--- src/rtl/uart_lsr_pkg.sv ---
package uart_lsr_pkg;
    localparam int unsigned CHAR_W = 8;

    typedef struct packed {
        logic              brk;
        logic              ferr;
        logic              perr;
        logic [CHAR_W-1:0] data;
    } rx_entry_t;

    // Status word bit positions
    localparam int unsigned ST_DR   = 0;
    localparam int unsigned ST_OE   = 1;
    localparam int unsigned ST_PE   = 2;
    localparam int unsigned ST_FE   = 3;
    localparam int unsigned ST_BI   = 4;
    localparam int unsigned ST_THRE = 5;
    localparam int unsigned ST_TEMT = 6;
    localparam int unsigned ST_RXER = 7;

    // Register map
    localparam int unsigned ADDR_DATA = 0;
    localparam int unsigned ADDR_STAT = 1;
endpackage

--- src/rtl/lsr_rx_fifo.sv ---
module lsr_rx_fifo
    import uart_lsr_pkg::*;
#(
    parameter int unsigned DEPTH = 8
) (
    input  logic      clk,
    input  logic      rst_n,
    input  logic      cap_one,
    input  logic      push_req,
    input  rx_entry_t push_entry,
    input  logic      pop_req,
    output rx_entry_t head,
    output logic      empty,
    output logic      push_ok,
    output logic      push_tagged,
    output logic      popped,
    output logic      err_any
);
    localparam int unsigned PTR_W = (DEPTH > 1) ? $clog2(DEPTH) : 1;
    localparam int unsigned CNT_W = $clog2(DEPTH + 1);

    typedef struct packed {
        rx_entry_t [DEPTH-1:0] mem;
        logic [PTR_W-1:0]      wr_ptr;
        logic [PTR_W-1:0]      rd_ptr;
        logic [CNT_W-1:0]      count;
        logic [CNT_W-1:0]      err_cnt;
    } fifo_state_t;

    fifo_state_t st_d, st_q;

    function automatic logic [PTR_W-1:0] ptr_inc(input logic [PTR_W-1:0] p);
        return (p == PTR_W'(DEPTH - 1)) ? '0 : p + PTR_W'(1);
    endfunction

    logic [CNT_W-1:0] cap;
    logic             do_pop;
    logic             do_push;
    logic             in_tagged;
    logic             head_tagged;

    always_comb begin
        cap         = cap_one ? CNT_W'(1) : CNT_W'(DEPTH);
        head        = st_q.mem[st_q.rd_ptr];
        empty       = (st_q.count == '0);
        do_pop      = pop_req && !empty;
        do_push     = push_req && ((st_q.count < cap) || do_pop);
        in_tagged   = push_entry.perr | push_entry.ferr | push_entry.brk;
        head_tagged = head.perr | head.ferr | head.brk;
        push_ok     = do_push;
        push_tagged = do_push && in_tagged;
        popped      = do_pop;
        err_any     = (st_q.err_cnt != '0);

        st_d = st_q;
        if (do_push) begin
            st_d.mem[st_q.wr_ptr] = push_entry;
            st_d.wr_ptr           = ptr_inc(st_q.wr_ptr);
        end
        if (do_pop) begin
            st_d.rd_ptr = ptr_inc(st_q.rd_ptr);
        end
        st_d.count = st_q.count + CNT_W'(do_push) - CNT_W'(do_pop);
        st_d.err_cnt = st_q.err_cnt + CNT_W'(do_push && in_tagged)
                                    - CNT_W'(do_pop && head_tagged);
    end

    always_ff @(posedge clk or negedge rst_n) begin
        if (!rst_n) st_q <= '0;
        else        st_q <= st_d;
    end

    assert_count_bound_R3: assert property (@(posedge clk) disable iff (!rst_n)
        st_q.count <= CNT_W'(DEPTH));

    assert_err_le_count_R7: assert property (@(posedge clk) disable iff (!rst_n)
        st_q.err_cnt <= st_q.count);

    assert_push_grows_R2: assert property (@(posedge clk) disable iff (!rst_n)
        (do_push && !do_pop) |=> (st_q.count == $past(st_q.count) + CNT_W'(1)));
endmodule

--- src/rtl/lsr_tx_track.sv ---
module lsr_tx_track
    import uart_lsr_pkg::*;
(
    input  logic              clk,
    input  logic              rst_n,
    input  logic              thr_wr,
    input  logic [CHAR_W-1:0] thr_wdata,
    input  logic              tx_load,
    input  logic              tx_done,
    output logic              thr_full,
    output logic              tsr_busy,
    output logic [CHAR_W-1:0] thr_data
);
    typedef struct packed {
        logic [CHAR_W-1:0] data;
        logic              full;
        logic              busy;
    } tx_state_t;

    tx_state_t st_d, st_q;
    logic      take;

    always_comb begin
        take = tx_load && st_q.full;
        st_d = st_q;
        if (thr_wr) begin
            st_d.data = thr_wdata;
            st_d.full = 1'b1;
        end else if (take) begin
            st_d.full = 1'b0;
        end
        if (take)         st_d.busy = 1'b1;
        else if (tx_done) st_d.busy = 1'b0;
    end

    always_ff @(posedge clk or negedge rst_n) begin
        if (!rst_n) st_q <= '0;
        else        st_q <= st_d;
    end

    assign thr_full = st_q.full;
    assign tsr_busy = st_q.busy;
    assign thr_data = st_q.data;

    assert_thr_write_R5: assert property (@(posedge clk) disable iff (!rst_n)
        thr_wr |=> (thr_full && thr_data == $past(thr_wdata)));

    assert_shift_idle_R6: assert property (@(posedge clk) disable iff (!rst_n)
        (tx_done && !(tx_load && thr_full)) |=> !tsr_busy);
endmodule

--- src/rtl/lsr_flags.sv ---
module lsr_flags (
    input  logic clk,
    input  logic rst_n,
    input  logic stat_rd,
    input  logic head_valid,
    input  logic popped,
    input  logic overrun,
    input  logic push_tagged,
    input  logic err_any,
    output logic oe_flag,
    output logic head_ack,
    output logic err_flag
);
    typedef struct packed {
        logic oe;
        logic ack;
        logic err;
    } flag_state_t;

    flag_state_t st_d, st_q;

    always_comb begin
        st_d = st_q;
        if (overrun)      st_d.oe = 1'b1;
        else if (stat_rd) st_d.oe = 1'b0;

        if (popped || !head_valid)      st_d.ack = 1'b0;
        else if (stat_rd)               st_d.ack = 1'b1;

        if (push_tagged)                st_d.err = 1'b1;
        else if (stat_rd && !err_any)   st_d.err = 1'b0;
    end

    always_ff @(posedge clk or negedge rst_n) begin
        if (!rst_n) st_q <= '0;
        else        st_q <= st_d;
    end

    assign oe_flag  = st_q.oe;
    assign head_ack = st_q.ack;
    assign err_flag = st_q.err;

    assert_oe_set_R3: assert property (@(posedge clk) disable iff (!rst_n)
        overrun |=> oe_flag);

    assert_err_hold_R7: assert property (@(posedge clk) disable iff (!rst_n)
        (stat_rd && err_any) |=> err_flag);

    assert_err_set_R7: assert property (@(posedge clk) disable iff (!rst_n)
        push_tagged |=> err_flag);
endmodule

--- src/rtl/uart_line_status.sv ---
module uart_line_status
    import uart_lsr_pkg::*;
#(
    parameter int unsigned FIFO_DEPTH = 8,
    parameter int unsigned ADDR_W     = 2
) (
    input  logic              clk,
    input  logic              rst_n,
    input  logic              fifo_en,
    input  logic [ADDR_W-1:0] reg_addr,
    input  logic              reg_rd,
    input  logic              reg_wr,
    input  logic [7:0]        reg_wdata,
    output logic [31:0]       reg_rdata,
    input  logic              rx_valid,
    input  logic [7:0]        rx_data,
    input  logic              rx_perr,
    input  logic              rx_ferr,
    input  logic              rx_brk,
    input  logic              tx_load,
    input  logic              tx_done,
    output logic              tx_thr_valid,
    output logic [7:0]        tx_thr_data
);
    logic      sel_data, sel_stat;
    logic      data_rd, stat_rd, thr_wr;
    rx_entry_t in_entry, head;
    logic      empty, push_ok, push_tagged, popped, err_any;
    logic      thr_full, tsr_busy;
    logic      oe_flag, head_ack, err_flag;
    logic      overrun;
    logic      tags_on;
    logic [7:0] status;

    always_comb begin
        sel_data = (reg_addr == ADDR_W'(ADDR_DATA));
        sel_stat = (reg_addr == ADDR_W'(ADDR_STAT));
        data_rd  = reg_rd && sel_data;
        stat_rd  = reg_rd && sel_stat;
        thr_wr   = reg_wr && sel_data;
        in_entry = '{brk: rx_brk, ferr: rx_ferr, perr: rx_perr, data: rx_data};
        overrun  = rx_valid && !push_ok;
    end

    lsr_rx_fifo #(.DEPTH(FIFO_DEPTH)) u_fifo (
        .clk         (clk),
        .rst_n       (rst_n),
        .cap_one     (!fifo_en),
        .push_req    (rx_valid),
        .push_entry  (in_entry),
        .pop_req     (data_rd),
        .head        (head),
        .empty       (empty),
        .push_ok     (push_ok),
        .push_tagged (push_tagged),
        .popped      (popped),
        .err_any     (err_any)
    );

    lsr_tx_track u_tx (
        .clk       (clk),
        .rst_n     (rst_n),
        .thr_wr    (thr_wr),
        .thr_wdata (reg_wdata),
        .tx_load   (tx_load),
        .tx_done   (tx_done),
        .thr_full  (thr_full),
        .tsr_busy  (tsr_busy),
        .thr_data  (tx_thr_data)
    );

    lsr_flags u_flags (
        .clk         (clk),
        .rst_n       (rst_n),
        .stat_rd     (stat_rd),
        .head_valid  (!empty),
        .popped      (popped),
        .overrun     (overrun),
        .push_tagged (push_tagged),
        .err_any     (err_any),
        .oe_flag     (oe_flag),
        .head_ack    (head_ack),
        .err_flag    (err_flag)
    );

    always_comb begin
        tags_on          = !empty && !head_ack;
        status           = '0;
        status[ST_DR]    = !empty;
        status[ST_OE]    = oe_flag;
        status[ST_PE]    = tags_on && head.perr;
        status[ST_FE]    = tags_on && head.ferr;
        status[ST_BI]    = tags_on && head.brk;
        status[ST_THRE]  = !thr_full;
        status[ST_TEMT]  = !thr_full && !tsr_busy;
        status[ST_RXER]  = fifo_en && err_flag;

        reg_rdata = '0;
        if (reg_rd && sel_stat)              reg_rdata = {24'd0, status};
        else if (reg_rd && sel_data && !empty) reg_rdata = {24'd0, head.data};
    end

    assign tx_thr_valid = thr_full;

    assert_temt_needs_thre_R6: assert property (@(posedge clk) disable iff (!rst_n)
        status[ST_TEMT] |-> status[ST_THRE]);

    assert_dr_after_push_R2: assert property (@(posedge clk) disable iff (!rst_n)
        (rx_valid && empty) |=> status[ST_DR]);

    assert_fifo_off_R8: assert property (@(posedge clk) disable iff (!rst_n)
        (stat_rd && !fifo_en) |-> !reg_rdata[ST_RXER]);

    assert_upper_zero_R1: assert property (@(posedge clk) disable iff (!rst_n)
        reg_rdata[31:8] == 24'd0);
endmodule

--- config.mk ---
export PLATFORM = sky130hd
export DESIGN_NAME = uart_line_status
export DESIGN_NICKNAME = d
export VERILOG_FILES = /design/src/rtl/uart_lsr_pkg.sv /design/src/rtl/lsr_rx_fifo.sv /design/src/rtl/lsr_tx_track.sv /design/src/rtl/lsr_flags.sv /design/src/rtl/uart_line_status.sv
export SDC_FILE = /design/constraint.sdc
export NUM_CORES = 1
export LEC_CHECK = 0
export BUFFER_PORTS_ARGS = -buffer_cell sky130_fd_sc_hd__buf_2
export CAP_MARGIN = 20
export CORE_UTILIZATION = 30
export CTS_CLUSTER_SIZE = 28
export DETAILED_ROUTE_END_ITERATION = 10
export PLACE_DENSITY = 0.56
export SLEW_MARGIN = 10
export SYNTH_ARGS = -nofsm -noshare
export SYNTH_HDL_FRONTEND = slang
export SYNTH_SLANG_ARGS = --single-unit
--- constraint.sdc ---
create_clock -name clk -period 3.65 [get_ports clk]
set_clock_uncertainty 0.05 [all_clocks]
set_input_delay 0.73 -clock clk [delete_from_list [all_inputs] [get_ports clk]]
set_output_delay 0.73 -clock clk [all_outputs]
set_load 0.005 [all_outputs]
======== Yosys cells after proc, flatten, opt, wreduce, memory -nomap -nowiden ========
Cells that the tools add are included.
operators by class
  eq/ne operators ......................... 3
  reduce and logical (&&, ||, !) cells .... 33
  multiplexer cells ....................... 20
  bitwise logic cells ..................... 4
  order comparisons ....................... 4
  add/sub/neg operators ................... 6
operators with widths
  cell                                                                count
  bitwise mux 88 bit                                                  1
  binary-select mux 11 bit (select 3 bit)                             1
  demux 11 bit (select 3 bit)                                         1
  two-way mux 11 bit                                                  2
  logical AND 1 bit                                                   17
  two-way mux 8 bit                                                   2
  two-way mux 1 bit                                                   10
  nonzero test 2 bit                                                  5
  adder 4 x 1 -> 4 bit                                                2
  less-than comparator 3 x 4 -> 1 bit (second input constant)         2
  subtractor 4 x 1 -> 4 bit                                           2
  adder 3 x 1 -> 3 bit (second input constant)                        2
  equality test 3 bit (second input constant)                         2
  logical NOT 1 bit                                                   6
  two-way mux 3 bit                                                   2
  logical NOT 4 bit                                                   1
  less-than comparator 4 bit                                          1
  two-way mux 4 bit                                                   1
  OR 1 bit                                                            4
  nonzero test 4 bit                                                  1
  greater-or-equal comparator 3 x 1 -> 1 bit (second input constant)  1
  equality test 2 x 1 -> 1 bit (second input constant)                1
  logical NOT 2 bit                                                   1
  logical OR 1 bit                                                    2
storage, ports and cells
  word-level logic and storage cells ...... 112
  flip-flop bits (word level) ............. 115
  input port bits ......................... 29
  output and inout port bits .............. 41

======== Depth between registers and ports, before layout ========
Gate-level depths: netlist (run 1).
  word-level depth ........................ 8
  depth in mapped cells ................... 13
  gate-level depth less buffers ........... 11

======== Cells and area by module ========
From an unflattened synthesis (run 1), not the netlist that was laid out.
unflattened totals
  cell total of the unflattened synthesis .. 413
  area, all modules ....................... 5,995.8 µm²
modules (own cells, without submodules)
  module            area an instance (µm²)  times used  cells each
  lsr_rx_fifo       5,093.6                 1           322
  lsr_tx_track      406.6                   1           24
  uart_line_status  379.1                   1           58
  lsr_flags         116.4                   1           9

======== Least setup slack after synthesis (run 1) ========
No wires, ideal clock.
  kind .................................... input to register
  start point ............................. in reg_addr[0]
  end point ............................... reg u_fifo.st_q[3] in the netlist's numbering
  buffers on the path ..................... 2
  cell stages on the path ................. 11
  setup slack ............................. 0.702 ns
  arrival ................................. 2.819 ns
  setup time .............................. 0.079 ns
  cells stage by stage .................... or3b_1 > or2_2 > clkbuf_1 > clkbuf_1 > a31oi_1 > ha_1 > inv_1 > ha_1 > a21o_1 > a21oi_1 > xor2_1
RTL lines
  element                 RTL line                text
  start: declaration      uart_line_status.sv:10  input logic [ADDR_W-1:0] reg_addr,
  end signal: assignment  lsr_rx_fifo.sv:70       else st_q <= st_d;
  end: declaration        lsr_rx_fifo.sv:30       fifo_state_t st_d, st_q;

======== Worst setup path in the final report (run 1) ========
  start point ............................. reg u_fifo.st_q[9] in the netlist's numbering
  end point ............................... out reg_rdata[1]
on the way
  longest elaborated chain between the ends .. 4
ends and longest elaborated chain
  element                                   RTL line                 text
  binary-select mux 11 bit (select 3 bit)   lsr_rx_fifo.sv:44        head = st_q.mem[st_q.rd_ptr];
  two-way mux 11 bit (implied by the code)  lsr_rx_fifo.sv:44
  two-way mux 8 bit                         uart_line_status.sv:100  else if (reg_rd && sel_data && !empty) reg_rdata = {24'd0, head.data};
  two-way mux 8 bit                         uart_line_status.sv:99   if (reg_rd && sel_stat) reg_rdata = {24'd0, status};
  end: declaration                          uart_line_status.sv:14   output logic [31:0] reg_rdata,
Every way passes these cells. The select of a mux whose other input is x is not followed.

==> results of run 1 <==
through the flow:
stage | power, µW | setup slack, ps
2_1_floorplan | 3690 | 702
3_3_place_gp | 4130 | 501
3_5_place_dp | 4230 | 427
4_1_cts | 5840 | 456
5_1_grt | 6140 | 288
6_report | 5760 | 479
critical path, stage by stage, from the launching register on:
cell	delay (ps)
dfrtp_1	630
buf_4	370
mux4_2	360
mux2i_1	330
o22ai_1	140
buf_2	150
per-layer routing:
| metal | GRT usage (%) | wire length, µm |
|---|---|---|
| met5 | 0 | 0 |
| met4 | 5.15 | 184 |
| met3 | 3.87 | 520 |
| met2 | 21.6 | 5750 |
| met1 | 17.8 | 5540 |
layout make-up:
class                   count  area [µm²]
clock buffers              27         523
clock inverters             4        45.0
fillers                  1745       11500
inverters                  20        75.1
multi-input cells         233        2480
flip-flops and latches    115        2880
well taps                 229         287
repair buffers             58         338
layout by cell type, fill, tap and decap left out, drive strengths merged:
cell type,Yosys,final
nor3,1,1
a21o,4,4
mux2i,11,11
a21oi,3,3
a22o,1,1
ha,15,15
nand3,1,1
nor4bb,1,1
inv,20,20
nor4b,2,2
o22ai,8,8
nand2,8,8
nor2b,1,1
xor2,3,3
nand4b,1,1
nand2b,1,1
bufinv,0,1
clkbuf,5,27
o22a,1,1
nand4,1,1
mux2,100,100
or4,1,1
or2,1,1
a31oi,1,1
o21ai,4,4
nand3b,2,2
dfrtp,115,115
fa,2,2
or3b,1,1
nor3b,3,3
nor2,4,4
o311ai,1,1
or3,1,1
o32ai,1,1
mux4,22,22
conb,1,24
buf,37,58
clkinv,0,3
o41a,1,1
xnor2,1,1
power by group through the flow:
stage                     sequential, µW  combinational (µW)  clock [µW]
final                               2220                1960        1580
after global routing                2300                2160        1680
after CTS                           2220                2000        1620
after detailed placement            2240                1990           0
after global placement              2200                1920           0
after floorplan                     2070                1610           0
registers in the layout, summed over array words and instances, names as in the netlist:
register and cells:
u_flags.head_ack 1, u_tx.thr_full 1, u_fifo.st_q 102, u_flags.err_flag 1
u_tx.thr_data 8, u_tx.tsr_busy 1, u_flags.oe_flag 1
path summary, 6_finish.rpt:
| kind | from | to | cells after the start |
|---|---|---|---|
| worst max-delay path | u_fifo.st_q[9] | reg_rdata[1] | 5 |
| worst min-delay path | rst_n | u_fifo.st_q[5] | 2 |
| worst max register to register | u_fifo.st_q[6] | u_fifo.st_q[2] | 10 |
| worst min register to register | u_tx.thr_data[6] | u_tx.thr_data[6] | 1 |
| max in group asynchronous | rst_n | u_fifo.st_q[26] | 2 |
| min in group clk | u_tx.thr_data[6] | u_tx.thr_data[6] | 1 |
logic make-up after synthesis:
group / after synthesis / synth area share, %
AOI/OAI and AO/OA: 25 / 3.01
xor gates and xnor gates: 4 / 0.625
adders and majority gates: 17 / 4.06
buffers and inverters: 62 / 6.09
DFF: 115 / 51.4
muxes: 133 / 31.6
other: 1 / 0.0669
and+or+nand+nor: 30 / 3.22
==> flow_summary.json, run 1 <==
{
  "status": "finished with violations",
  "violations": "design-rule violations",
  "start_util_pct": 30.9,
  "p_sw_share_pct": 29.5,
  "cts.sinks": 115,
  "ys_seq_area_share_pct": 51.4,
  "finalMaxSlewViolations": 0,
  "syn2layout_area_growth_pct": 18.3,
  "fin_cells": 686,
  "grt_overflow": 0,
  "fin_crit_ps": 3170,
  "maxCapViolCount": 0,
  "detail_route.vias_per_cell": 4.76,
  "numCtsBuffers": 17,
  "yosysUniqueCellTypes": 42,
  "ys.flop_type": "dfrtp_1",
  "yosysMostFrequentCell": "dfrtp_1",
  "drt_pre_antenna_iters": 11,
  "critical_path_class": "reg2out",
  "die_area_um2": 19200,
  "clkTransAtPathRegs_ps": 50,
  "cts_root_buf": "clkbuf_16",
  "drt_iter0_markers": 176,
  "synth_edf_count": 0,
  "tritoncts": "yes",
  "hp-class": "in2async",
  "synth_top_area_cell": "dfrtp_1",
  "post-route-util_pct": 36.5,
  "hold_buffers": 0,
  "place_inst": 655,
  "finalWirelength_um": 12000,
  "switchingPower_uw": 1700,
  "clkPwrFrac_pct": 27.4,
  "row_count": 49,
  "rsz0062_at_grt": "false",
  "whs_ps": 346,
  "crit_path_max_fanout": 18,
  "rrSetupSlack_ps": 770,
  "die_y_um": 139,
  "ys_seq_elements": 115,
  "ir_drop_mv": 0.302,
  "finalSetupTns_ps": 0,
  "post_synth.cell_area_avg_um2": 14.5,
  "required_ps": 2870,
  "synth_area_leaders": "dfrtp_1, mux2_2, mux4_2, ha_1, buf_4",
  "hpwl_um": 7750,
  "cp.arrival_ps": 2390,
  "grt_pass1_wl_um": 19700,
  "num_io_pins": 70,
  "mappedNetlistArea_um2": 5600,
  "synthCells": 387,
  "clk_path_buf_depth": 2,
  "place_congestion": 0.691,
  "grt_use_total_pct": 13.7,
  "num_antenna_cells": 0,
  "clock.fmax_mhz": 315,
  "die_w_um": 139,
  "maxSlewHeadroom_pct": 54.3,
  "tightest_slew_ps": 684,
  "core_um2": 18100,
  "dpl-instance-area_um2": 6060,
  "route.detailed.wl_per_inst_um": 17.5,
  "synthTopCellsByCount": "dfrtp_1, mux2_2, buf_4",
  "grt_max_degree": 116,
  "drc": 18,
  "portBuffers": 45,
  "power_leakage_uw": 0.00308,
  "netlist.area_leader.share_pct": 51.4,
  "finalHoldViolCount": 0,
  "fin_crit_sh_pct": 86.9,
  "final_antenna_net_count": 0,
  "postCtsSetupBuffers": 0,
  "p_seq_share_pct": 38.6,
  "power_density_nw_per_um2": 869,
  "setup_viol": 0,
  "startpoint_type": "register",
  "design_area_um2": 6630,
  "combPwrFrac_pct": 34.0,
  "cts_htree_levels": 4,
  "clkLatencyLatePin_ps": 410,
  "final_layout_size_suffix_gt1_share_pct": 46.4,
  "antenna_found_initial": 0,
  "cts_resized": 0,
  "fin_nets": 491,
  "p_int_uw": 4060,
  "yosysWarningCount": 0,
  "grt_pass1_vias": 3542,
  "routed-via-count": 3268,
  "critPathCaptureType": "primary output",
  "ys_async_sr_fraction_pct": 100
}
(Power assumes the default switching activity.)
==> run 2: changes to the inputs <==
- clock period: 3.65 -> 3.6 ns (I/O delays scaled with it)
==> flow_summary.json, run 2 (synthesis results as in run 1) <==
{
  "syn2layout_area_growth_pct": 18.5,
  "fillers": 1682,
  "die_area_um2": 19200,
  "finalWirelength_um": 12100,
  "tightest_slew_ps": 681,
  "die_y_um": 139,
  "maxSlewHeadroom_pct": 54.6,
  "seq_area_um2": 2880,
  "crit_path_max_fanout": 18,
  "required_ps": 2830,
  "final_cell_mix": "dfrtp_1, mux2_2, buf_2, conb_1, mux4_2",
  "hold_buffers": 0,
  "path_depth": 5,
  "die_w_um": 139,
  "detail_route.vias_per_cell": 4.77,
  "grt_pass1_wl_um": 19900,
  "maxCapViolCount": 0,
  "clkTransAtPathRegs_ps": 50,
  "critPathBufInv": 2,
  "regMostFlops": "u_fifo.st_q",
  "final_common_cell": "dfrtp_1",
  "pre_cts_slack_ps": 400,
  "status": "finished with violations",
  "grt_pass1_vias": 3527,
  "fin_crit_sh_pct": 87.6,
  "finalHoldViolCount": 0,
  "numCtsBuffers": 17,
  "setup_viol": 0,
  "final_antenna_net_count": 0,
  "drt_iter0_markers": 168,
  "finalMaxSlewViolations": 0,
  "drc": 30,
  "row_count": 49,
  "fin_nets": 492,
  "r2r_cells": 10,
  "start_util_pct": 30.9,
  "max_stage_delay_ps": 620,
  "route.detailed.wl_per_inst_um": 17.7,
  "multi_input_area_um2": 2480,
  "place_congestion": 0.698,
  "startpoint_type": "register",
  "grt_use_total_pct": 13.9,
  "cts_resized": 0,
  "hpwl_um": 7830,
  "timing.critical_path.from": "u_fifo.st_q[9]",
  "clock.fmax_mhz": 317,
  "violations": "design-rule violations",
  "crit_family": "multiplexers",
  "antenna_found_initial": 0,
  "hp-class": "in2async",
  "portBuffers": 45,
  "num_antenna_cells": 0,
  "r2r-start": "u_fifo.st_q[6]",
  "core_um2": 18100,
  "critPathCaptureType": "primary output",
  "rsz0062_at_grt": "false",
  "power_leakage_uw": 0.00308,
  "postCtsSetupBuffers": 0,
  "slowest_stage": "dfrtp_1",
  "drt_pre_antenna_iters": 8,
  "grt_max_degree": 116,
  "routed-via-count": 3275,
  "final_layout_size_suffix_gt1_share_pct": 46.4,
  "critical_path_class": "reg2out",
  "power_density_nw_per_um2": 887,
  "design_area_um2": 6640,
  "cts.sinks": 115,
  "cts_htree_levels": 4,
  "fin_crit_ps": 3150,
  "cp.arrival_ps": 2380,
  "ir_drop_mv": 0.289,
  "num_io_pins": 70,
  "cts_root_buf": "clkbuf_16",
  "whs_ps": 290,
  "tritoncts": "yes",
  "grt_overflow": 0,
  "clk_path_buf_depth": 2,
  "final.setup.worst_slack_ps": 446,
  "finalSetupTns_ps": 0,
  "clkLatencyLatePin_ps": 410,
  "crit_chain": "buf_4 -> mux4_2 -> mux2i_1 -> o22ai_1 -> buf_2",
  "largest_register_ffs": 102,
  "dpl-instance-area_um2": 6070
}
## run 2: changes by cell type in the layout (fill, tap and decap cells not counted), sizes merged
cell and delta:
clkbuf -2, buf +1, bufinv +1
## run 2: worst paths after layout
kind                                     to  slack (ps)
setup / recovery               reg_rdata[1]         450
hold / removal               u_fifo.st_q[5]         290
setup reg to reg             u_fifo.st_q[2]         700
hold reg to reg            u_tx.thr_data[4]         450
max in group asynchronous   u_fifo.st_q[44]        2650
min in group clk              u_tx.tsr_busy         440
## run 2: cell type report
cell class              instances  area share [%]
flip-flops and latches        115            43.3
multi-input cells             233            37.4
inverters                      20            1.13
repair buffers                 59            5.20
clock buffers                  25            7.46
well taps                     229            4.32
clock inverters                 5            1.13
## run 2: power breakdown
group | switching (µW) | total (µW) | internal (µW)
Combinational | 818 | 2010 | 1190
Clock | 549 | 1630 | 1080
Sequential | 373 | 2250 | 1880
Total | 1740 | 5890 | 4150
## run 2: metal layers
metal  vias up  track usage [%]  part of all wire [%]
met4         0             4.91                   1.5
li1       1477                -                     -
met1      1698             17.8                    44
met5         -                0                     0
met2        83             22.2                    50
met3        17             4.14                   4.9
## run 2: per-stage QoR
step	power (µW)	util [%]	instances
6_report	5890	36.6	686
5_1_grt	6290	36.6	686
4_1_cts	5960	36.6	686
3_5_place_dp	4310	33.4	656
3_3_place_gp	4190	33.4	656
2_1_floorplan	3740	-	410
## run 2: worst reg2reg max path: stages (launching register included)
cell and delay [ps]:
dfrtp_1 380, inv_1 90, ha_1 140, nor3b_1 490, or2_2 450, a31oi_1 100, ha_1 300, inv_1 40
ha_1 200, fa_1 380, xor2_1 170
==> run 3: changes to the inputs <==
- CORE_UTILIZATION: 30 -> 58
- PLACE_DENSITY: 0.56 -> 0.88
- SYNTH_HIERARCHICAL: default -> 1
==> flow_summary.json, run 3 <==
{
  "status": "complete, no violations",
  "num_io_pins": 70,
  "numCtsBuffers": 17,
  "row_count": 36,
  "tightest_slew_ps": 1000,
  "fin_nets": 515,
  "clkLatencyLatePin_ps": 510,
  "power_density_nw_per_um2": 908,
  "synth_area_leaders": "dfrtp_1, mux2_4, mux2_2, mux4_2, ha_1",
  "synthAdderAreaFrac_pct": 3.80,
  "ys_async_sr_fraction_pct": 100,
  "critPathCaptureType": "primary output",
  "tritoncts": "yes",
  "die_w_um": 104,
  "power_leakage_uw": 0.00333,
  "cts_root_buf": "clkbuf_8",
  "maxCapViolCount": 0,
  "yosys-mux-area-fraction_pct": 31.9,
  "yosysUniqueCellTypes": 40,
  "cts.sinks": 115,
  "detail_route.vias_per_cell": 5.75,
  "final_layout_size_suffix_gt1_share_pct": 48.5,
  "cp.arrival_ps": 2570,
  "timing.critical_path.from": "u_fifo/st_q[8]",
  "grt_pass1_wl_um": 20400,
  "finalMaxSlewViolations": 0,
  "final.setup.worst_slack_ps": 262,
  "synth_top_family_by_area": "multiplexers",
  "final_antenna_net_count": 0,
  "post-route-util_pct": 69.2,
  "drc": 0,
  "grt_pass1_vias": 3704,
  "pre_cts_slack_ps": 483,
  "antenna_found_initial": 0,
  "portBuffers": 45,
  "crit_chain": "buf_4 -> mux4_2 -> mux2_2 -> nand2b_1 -> a21oi_1 -> buf_2",
  "rsz0062_at_grt": "false",
  "routed-via-count": 3527,
  "r2r-start": "u_fifo/st_q[10]",
  "start_util_pct": 60.5,
  "setup_viol": 0,
  "ys_seq_elements": 115,
  "synth_top_area_cell": "dfrtp_1",
  "synth_simple_gate_area_share_pct": 5.15,
  "grt_use_total_pct": 25.2,
  "synth_edf_count": 0,
  "max_stage_delay_ps": 580,
  "drt_pre_antenna_iters": 4,
  "syn2layout_area_growth_pct": 14.3,
  "final_common_cell": "dfrtp_1",
  "critical_path_class": "reg2out",
  "ys.flop_type": "dfrtp_1",
  "synth_xor_area_share_pct": 0.584,
  "mappedNetlistArea_um2": 6000,
  "required_ps": 2830,
  "largest_register_ffs": 102,
  "regMostFlops": "u_fifo/st_q",
  "maxSlewHeadroom_pct": 32.9,
  "synth_compound_area_share_pct": 3.48,
  "ys_seq_area_share_pct": 48.0,
  "drt_iter0_markers": 224,
  "yosysWarningCount": 6,
  "finalHoldViolCount": 0,
  "yosysMostFrequentCell": "dfrtp_1",
  "hp-class": "in2async",
  "finalSetupTns_ps": 0,
  "hpwl_um": 8030,
  "grt_max_degree": 66,
  "final_cell_mix": "dfrtp_1, mux2_2, mux2_4, buf_2, inv_1",
  "slowest_stage": "dfrtp_2",
  "post_synth.cell_area_avg_um2": 14.5,
  "core_um2": 9910,
  "route.detailed.wl_per_inst_um": 20.4,
  "whs_ps": 262,
  "finalPower_uw": 6220,
  "fin_crit_ps": 3340,
  "synthTopCellsByCount": "dfrtp_1, mux2_2, mux2_4",
  "fin_crit_sh_pct": 92.7,
  "die_area_um2": 10700,
  "ir_drop_mv": 0.538,
  "clkTransAtPathRegs_ps": 50,
  "grt_overflow": 0,
  "netlist.area_leader.share_pct": 48.0,
  "clk_path_buf_depth": 2,
  "crit_path_max_fanout": 10,
  "die_y_um": 104,
  "finalWirelength_um": 12500,
  "clock.fmax_mhz": 300,
  "cts_htree_levels": 4,
  "startpoint_type": "register",
  "num_antenna_cells": 0,
  "synthCells": 413,
  "place_congestion": 0.769
}
[run 3: cell types whose count changed after synthesis, sizes merged, moves of 5 or more]
cell / delta
a21oi: +7
inv: +5
mux2: +10
mux2i: -11
nand2b: +5
nor2: +5
o22ai: -8
or3b: +5
[run 3: cell families (layout without fill, tap and decap cells)]
kind of cell / count (synthesis) / count (layout)
AOI/OAI and AO/OA: 27 / 27
xor gates and xnor gates: 4 / 4
adders and majority gates: 17 / 17
buffers and inverters: 68 / 112
DFF: 115 / 115
muxes: 132 / 132
other: 1 / 24
and+or+nand+nor: 49 / 49
[run 3: final timing paths]
path	to	slack, ps	cells past startpoint
max	reg_rdata[3]	260	6
max reg2reg	u_fifo/st_q[2]	680	10
max in group asynchronous	u_fifo/st_q[8]	2490	2
min in group clk	u_tx/tsr_busy	380	2
min reg2reg	u_flags/oe_flag	450	1
min	u_fifo/st_q[63]	260	1
[run 3: critical path, delay by kind of cell (launching register included)]
family,cells,cell delay (ps)
muxes,2,840
buffers and inverters,2,430
and+or+nand+nor,1,110
DFF,1,580
AOI/OAI and AO/OA,1,100
[run 3: layer usage]
layer,global-route usage [%],vias up,wire [µm]
li1,-,1538,-
met1,33.3,1844,5310
met2,40.0,126,6290
met3,6.73,19,718
met4,9.69,0,204
met5,0,-,0
[run 3: layout make-up]
| cell class | instances | area, µm² |
|---|---|---|
| clock inverter | 11 | 161 |
| fill | 636 | 3060 |
| timing repair buffer | 57 | 330 |
| inverter | 25 | 93.8 |
| tap | 133 | 166 |
| sequential | 115 | 2880 |
| clock buffer | 19 | 432 |
| multi-input combinational | 253 | 2790 |
[run 3: report_power, final]
part / internal, µW / switching (µW)
Sequential: 1880 / 433
Clock: 1130 / 563
Combinational: 1360 / 863
[run 3: what timing repair did]
action / 4_1_cts / 5_1_grt
gates resized for setup: 0 / 1
hold buffers: 0 / 0
buffers inserted: 0 / 0
endpoints found under the setup margin: 0 / 7
[run 3: per-stage QoR]
stage	cells	instance area, µm²
floorplan	436	6080
global placement	583	6260
detailed placement	583	6260
CTS	613	6850
global route	613	6850
finish	613	6850
